`config.mk`:
```
export PLATFORM = sky130hd
export DESIGN_NAME = spi_queue_master
export DESIGN_NICKNAME = d
export VERILOG_FILES = /design/src/rtl/spi_queue_master.sv
export SDC_FILE = /design/constraint.sdc
export NUM_CORES = 1
export LEC_CHECK = 0
export ABC_AREA = 1
export CAP_MARGIN = 20
export CORE_AREA = 8 8 192 231
export DETAILED_ROUTE_END_ITERATION = 12
export DIE_AREA = 0 0 200 239
export PLACE_DENSITY = 0.66
export SYNTH_ARGS = -nofsm -noshare
export SYNTH_HDL_FRONTEND = slang
export SYNTH_SLANG_ARGS = --single-unit
```
`constraint.sdc`:
```
create_clock -name clk -period 4.53 [get_ports clk]
set_input_delay 1.1325 -clock clk [delete_from_list [all_inputs] [get_ports clk]]
set_output_delay 1.1325 -clock clk [all_outputs]
set_load 0.1 [all_outputs]
```
`src/rtl/spi_queue_master.sv`:
```
module spi_queue_master #(
  parameter int DEPTH = 8,
  parameter int DW = 16,
  parameter int NCS = 4,
  parameter int DLYW = 8,
  parameter int HALFW = 8,
  localparam int IW = $clog2(DEPTH),
  localparam int CW = $clog2(NCS),
  localparam int LW = $clog2(DW),
  localparam int AW = IW + 1,
  localparam int DESCW = DW + CW + LW + DLYW,
  localparam int CTLW = HALFW + IW + 2,
  localparam int WW = (DESCW > CTLW) ? DESCW : CTLW
) (
  input  logic           clk,
  input  logic           rst_n,
  input  logic           bus_we,
  input  logic [AW-1:0]  bus_addr,
  input  logic [WW-1:0]  bus_wdata,
  output logic [DW-1:0]  bus_rdata,
  output logic           sclk,
  output logic           mosi,
  input  logic           miso,
  output logic [NCS-1:0] cs_n
);

  typedef enum logic [1:0] {S_IDLE, S_LOAD, S_SETUP, S_SHIFT} st_t;

  st_t               st;
  logic [DESCW-1:0]  desc [DEPTH];
  logic [DW-1:0]     rxq  [DEPTH];
  logic [IW-1:0]     ptr, last_q;
  logic [HALFW-1:0]  half_q, cnt;
  logic              wrap_q, done_q, sclk_q;
  logic [DLYW:0]     tcnt;
  logic [LW-1:0]     bitn, len_q;
  logic [CW-1:0]     sel;
  logic [DLYW-1:0]   dly_q;
  logic [DW-1:0]     sh, rx;

  wire slot_acc = bus_addr < AW'(DEPTH);
  wire ctl_wr   = bus_we && (bus_addr == AW'(DEPTH));
  wire start    = ctl_wr && bus_wdata[HALFW+IW+1] && (st == S_IDLE);
  wire active   = (st == S_SETUP) || (st == S_SHIFT);
  wire busy     = st != S_IDLE;
  wire [HALFW-1:0] hlim = (half_q == '0) ? HALFW'(1) : half_q;
  wire tick = cnt == hlim - 1'b1;
  wire [DESCW-1:0] cur = desc[ptr];
  wire [LW-1:0] cur_len = cur[DW+CW+LW-1:DW+CW];

  assign sclk = sclk_q;
  assign mosi = active ? sh[DW-1] : 1'b0;
  assign cs_n = active ? ~(NCS'(1) << sel) : '1;
  assign bus_rdata = slot_acc ? rxq[bus_addr[IW-1:0]] : DW'({done_q, busy});

  always_ff @(posedge clk)
    if (bus_we && slot_acc) desc[bus_addr[IW-1:0]] <= bus_wdata[DESCW-1:0];

  always_ff @(posedge clk or negedge rst_n) begin
    if (!rst_n) begin
      st <= S_IDLE;
      ptr <= '0;
      last_q <= '0;
      half_q <= HALFW'(1);
      wrap_q <= 1'b0;
      done_q <= 1'b0;
      cnt <= '0;
      tcnt <= '0;
      bitn <= '0;
      len_q <= '0;
      sel <= '0;
      dly_q <= '0;
      sh <= '0;
      rx <= '0;
      sclk_q <= 1'b0;
      for (int i = 0; i < DEPTH; i++) rxq[i] <= '0;
    end else begin
      if (ctl_wr) begin
        half_q <= bus_wdata[HALFW-1:0];
        last_q <= bus_wdata[HALFW+IW-1:HALFW];
        wrap_q <= bus_wdata[HALFW+IW];
      end
      cnt <= (active && !tick) ? cnt + 1'b1 : '0;
      case (st)
        S_IDLE: if (start) begin
          done_q <= 1'b0;
          ptr <= '0;
          st <= S_LOAD;
        end
        S_LOAD: begin
          sh <= cur[DW-1:0] << (LW'(DW - 1) - cur_len);
          sel <= cur[DW+CW-1:DW];
          len_q <= cur_len;
          dly_q <= cur[DESCW-1:DW+CW+LW];
          rx <= '0;
          tcnt <= '0;
          bitn <= '0;
          sclk_q <= 1'b0;
          st <= S_SETUP;
        end
        S_SETUP: if (tick) begin
          if (tcnt == {dly_q, 1'b0}) st <= S_SHIFT;
          else tcnt <= tcnt + 1'b1;
        end
        S_SHIFT: if (tick) begin
          if (!sclk_q) begin
            sclk_q <= 1'b1;
            rx <= {rx[DW-2:0], miso};
          end else begin
            sclk_q <= 1'b0;
            sh <= sh << 1;
            bitn <= bitn + 1'b1;
            if (bitn == len_q) begin
              rxq[ptr] <= rx;
              if (ptr != last_q) begin
                ptr <= ptr + 1'b1;
                st <= S_LOAD;
              end else if (wrap_q) begin
                ptr <= '0;
                st <= S_LOAD;
              end else begin
                done_q <= 1'b1;
                st <= S_IDLE;
              end
            end
          end
        end
        default: st <= S_IDLE;
      endcase
    end
  end

endmodule

```
==> results.py <==
metrics = {
    "sta": {
        "maxSlewHeadroom_pct": 29.3,
        "worst_slack_ns": 0.0713,
        "rsz0062_at_grt": "false",
        "tightest_slew_ns": 1.06,
        "hold_viol_final": 0,
        "slew_viol_final": 0,
        "fmax_ghz": 0.224,
        "whs_ns": 0.479,
        "fin_crit_sh_pct": 98.4,
        "tns_ns": 0,
        "period_needed_ns": 4.46,
        "setup_viol_count_final": 0,
        "finClkSkew_ns": 0.0131,
    },
    "synth": {
        "yosys.area.top_type": "edfxtp_1",
        "yosysMostFrequentCell": "nand2_1",
        "ys_seq_elements": 454,
        "syn_nets": 2028,
        "syn_area_um2": 20000,
        "syn_area_per_cell_um2": 10.1,
        "yosysUniqueCellTypes": 49,
        "async_flop_share_pct": 47.1,
        "synth_commonest_cells": "nand2_1, edfxtp_1, dfrtp_1",
        "yosysTopAreaCellShare_pct": 36.0,
        "synthFlopType": "edfxtp_1",
        "synth_edf_count": 240,
        "synth_cells": 1980,
        "yosys_warnings": 0,
        "yosys-top-cells-area": "edfxtp_1, dfrtp_1, nand2_1",
        "yosysSeqAreaShare_pct": 62.7,
    },
    "critical_path": {
        "critPathArrivalTime_ns": 3.33,
        "end_kind": "output port",
        "critPathKind": "input port to output port",
        "cp.required_ns": 3.40,
        "startpoint_type": "input port",
        "worstPathMaxFanout": 9,
    },
    "drt": {
        "drcViolationCount": 0,
        "first_pass_iters": 7,
        "drt-wirelength-per-cell_um": 18.9,
        "drt-initial-drc-count": 1020,
        "highest_layer": "met4",
        "wl_met2_um": 24700,
        "route.vias.total": 14342,
        "wl_met3_um": 2240,
        "ant_nets": 0,
        "drt-total-wl_um": 49500,
        "drt-met1-wl_um": 20900,
        "vias_per_cell": 5.47,
    },
    "clocking": {
        "cts.sinks": 454,
        "cts_buffer_depth": 3,
        "numCtsBuffers": 47,
        "holdBufCountCts": 0,
        "cts-root-buf": "clkbuf_16",
        "clk_latency_ns": 0.59,
        "cts_tree": "done",
        "clk_pin_slew_ns": 0.06,
        "cts_htree_levels": 2,
    },
    "power": {
        "powerDensity_nw_per_um2": 464,
        "fin_total_pwr_w": 0.0107,
        "clockPowerShare_pct": 37.0,
        "share_comb_of_total_power_pct": 19.1,
        "seqPwrFrac_pct": 43.9,
        "switching_share_pct": 29.9,
        "power.leakage_nw": 9.60,
        "p_switching_w": 0.00320,
        "p_int_w": 0.00750,
        "vdd_ir_drop_max_uv": 290,
    },
    "worst_hold_path": {
        "holdCritPathClass": "flip-flop to flip-flop",
    },
    "global_routing": {
        "grt_pass1_vias": 14562,
        "grt_max_degree": 86,
        "grt_pass1_wl_um": 79200,
        "antenna_found_initial": 0,
        "overflow": 0,
        "grt_usage_pct": 21.1,
    },
    "layout": {
        "area_growth_pct": 14.9,
        "diodes": 0,
        "drive_above_1_share_pct": 12.0,
        "nets": 2096,
    },
    "placed_design": {
        "routabilityCongestion": 0.904,
        "portBuffers": 59,
        "pre_cts_slack_ns": 0.0466,
        "dpl.hpwl_um": 31700,
    },
    "floorplan": {
        "ios": 60,
        "die_y_um": 239,
        "coreArea_um2": 40400,
        "num_rows": 81,
        "die_x_um": 200,
        "start_util_pct": 49.5,
        "dieArea_um2": 47800,
    },
    "status": {
        "status": "complete, no violations",
    },
    "job": {
        "maxCapViolations": 0,
    },
}
-- path summary, 6_finish.rpt --
path	from	endpoint	slack [ns]	cells past startpoint
hold / removal	sh[1]	sh[1]	0.48	2
hold reg to reg	sh[1]	sh[1]	0.48	2
setup / recovery	bus_addr[2]	bus_rdata[8]	0.07	8
min in group asynchronous	rst_n	rxq[114]	0.54	1
max in group asynchronous	rst_n	rx[12]	2.98	2
setup reg to reg	ptr[0]	sh[14]	1.39	17
-- layer usage --
layer / up-vias / track usage, %
met2: 365 / 36.0
met4: 0 / 8.37
met5: - / 0
met1: 7013 / 26.7
li1: 6864 / -
met3: 100 / 2.99
-- critical path: stages --
cell             delay [ns]
clkdlybuf4s50_1        0.54
nor2_1                 0.08
nand2_1                0.10
clkinv_1               0.35
buf_4                  0.29
a221oi_1               0.39
a41oi_2                0.21
buf_12                 0.22
-- what timing repair did --
| item | in CTS | in global routing |
|---|---|---|
| endpoints found under the setup margin | 0 | 1 |
| setup buffers | 0 | 1 |
| resized for setup | 0 | 1 |
-- power by group through the flow --
stage          logic, W  registers, W  clock network, W
6_report        0.00205       0.00469           0.00395
2_1_floorplan   0.00147       0.00475                 0
3_5_place_dp    0.00205       0.00477                 0
4_1_cts         0.00206       0.00469           0.00403
5_1_grt         0.00229       0.00471           0.00418
3_3_place_gp    0.00201       0.00476                 0
-- cells by family (layout without fill, tap and decap cells) --
kind of cell             Yosys count  in the layout  share of synthesized area, %
buffers and inverters            192            295                          4.89
adder cells (fa/ha/maj)           10             10                         0.624
XOR/XNOR                          26             26                          1.17
flip-flops                       454            454                          62.7
multiplexers                       5              5                         0.281
AO/OA/AOI/OAI                    330            330                          10.4
AND/OR/NAND/NOR                  963            963                          19.9
-- metrics by stage --
| stage | utilization (%) | area, um2 | instances |
|---|---|---|---|
| 5_1_grt | 56.9 | 23000 | 2622 |
| 3_3_place_gp | 52.9 | 21400 | 2537 |
| 3_5_place_dp | 52.9 | 21400 | 2537 |
| 2_1_floorplan | - | 20100 | 1980 |
| 6_report | 56.9 | 23000 | 2622 |
| 4_1_cts | 56.9 | 23000 | 2621 |
-- placed cells by master, fill, tap and decap left out, types with 13 or more instances in the layout --
master and instances:
xnor2_1 13, a21oi_1 37, o21ai_1 113, nor2_1 79, o21ai_2 25, o22ai_1 16, nand2_1 720, edfxtp_1 240
a22oi_1 21, clkdlybuf4s50_1 37, a221oi_1 31, buf_12 18, dfrtp_1 212, buf_4 53, nand3_1 95, o21ai_0 45
clkbuf_16 47, a22o_1 15, inv_1 86
-- layout make-up --
cell class	count	area [um2]
sequential	454	12600
multi-input combinational	1334	6660
clock inverter	25	278
clock buffer	59	1310
fill	3479	17400
timing repair buffer	109	1140
tap	539	674
inverter	102	388
-- flip-flops by register name, summed over array words and instances, names as in the netlist, 4 cells and up --
register	cells
desc	240
rxq	128
rx	16
sh	16
tcnt	9
cnt	8
dly_q	8
half_q	8
bitn	4
len_q	4
Note: power is estimated with default switching activity, not from simulation.
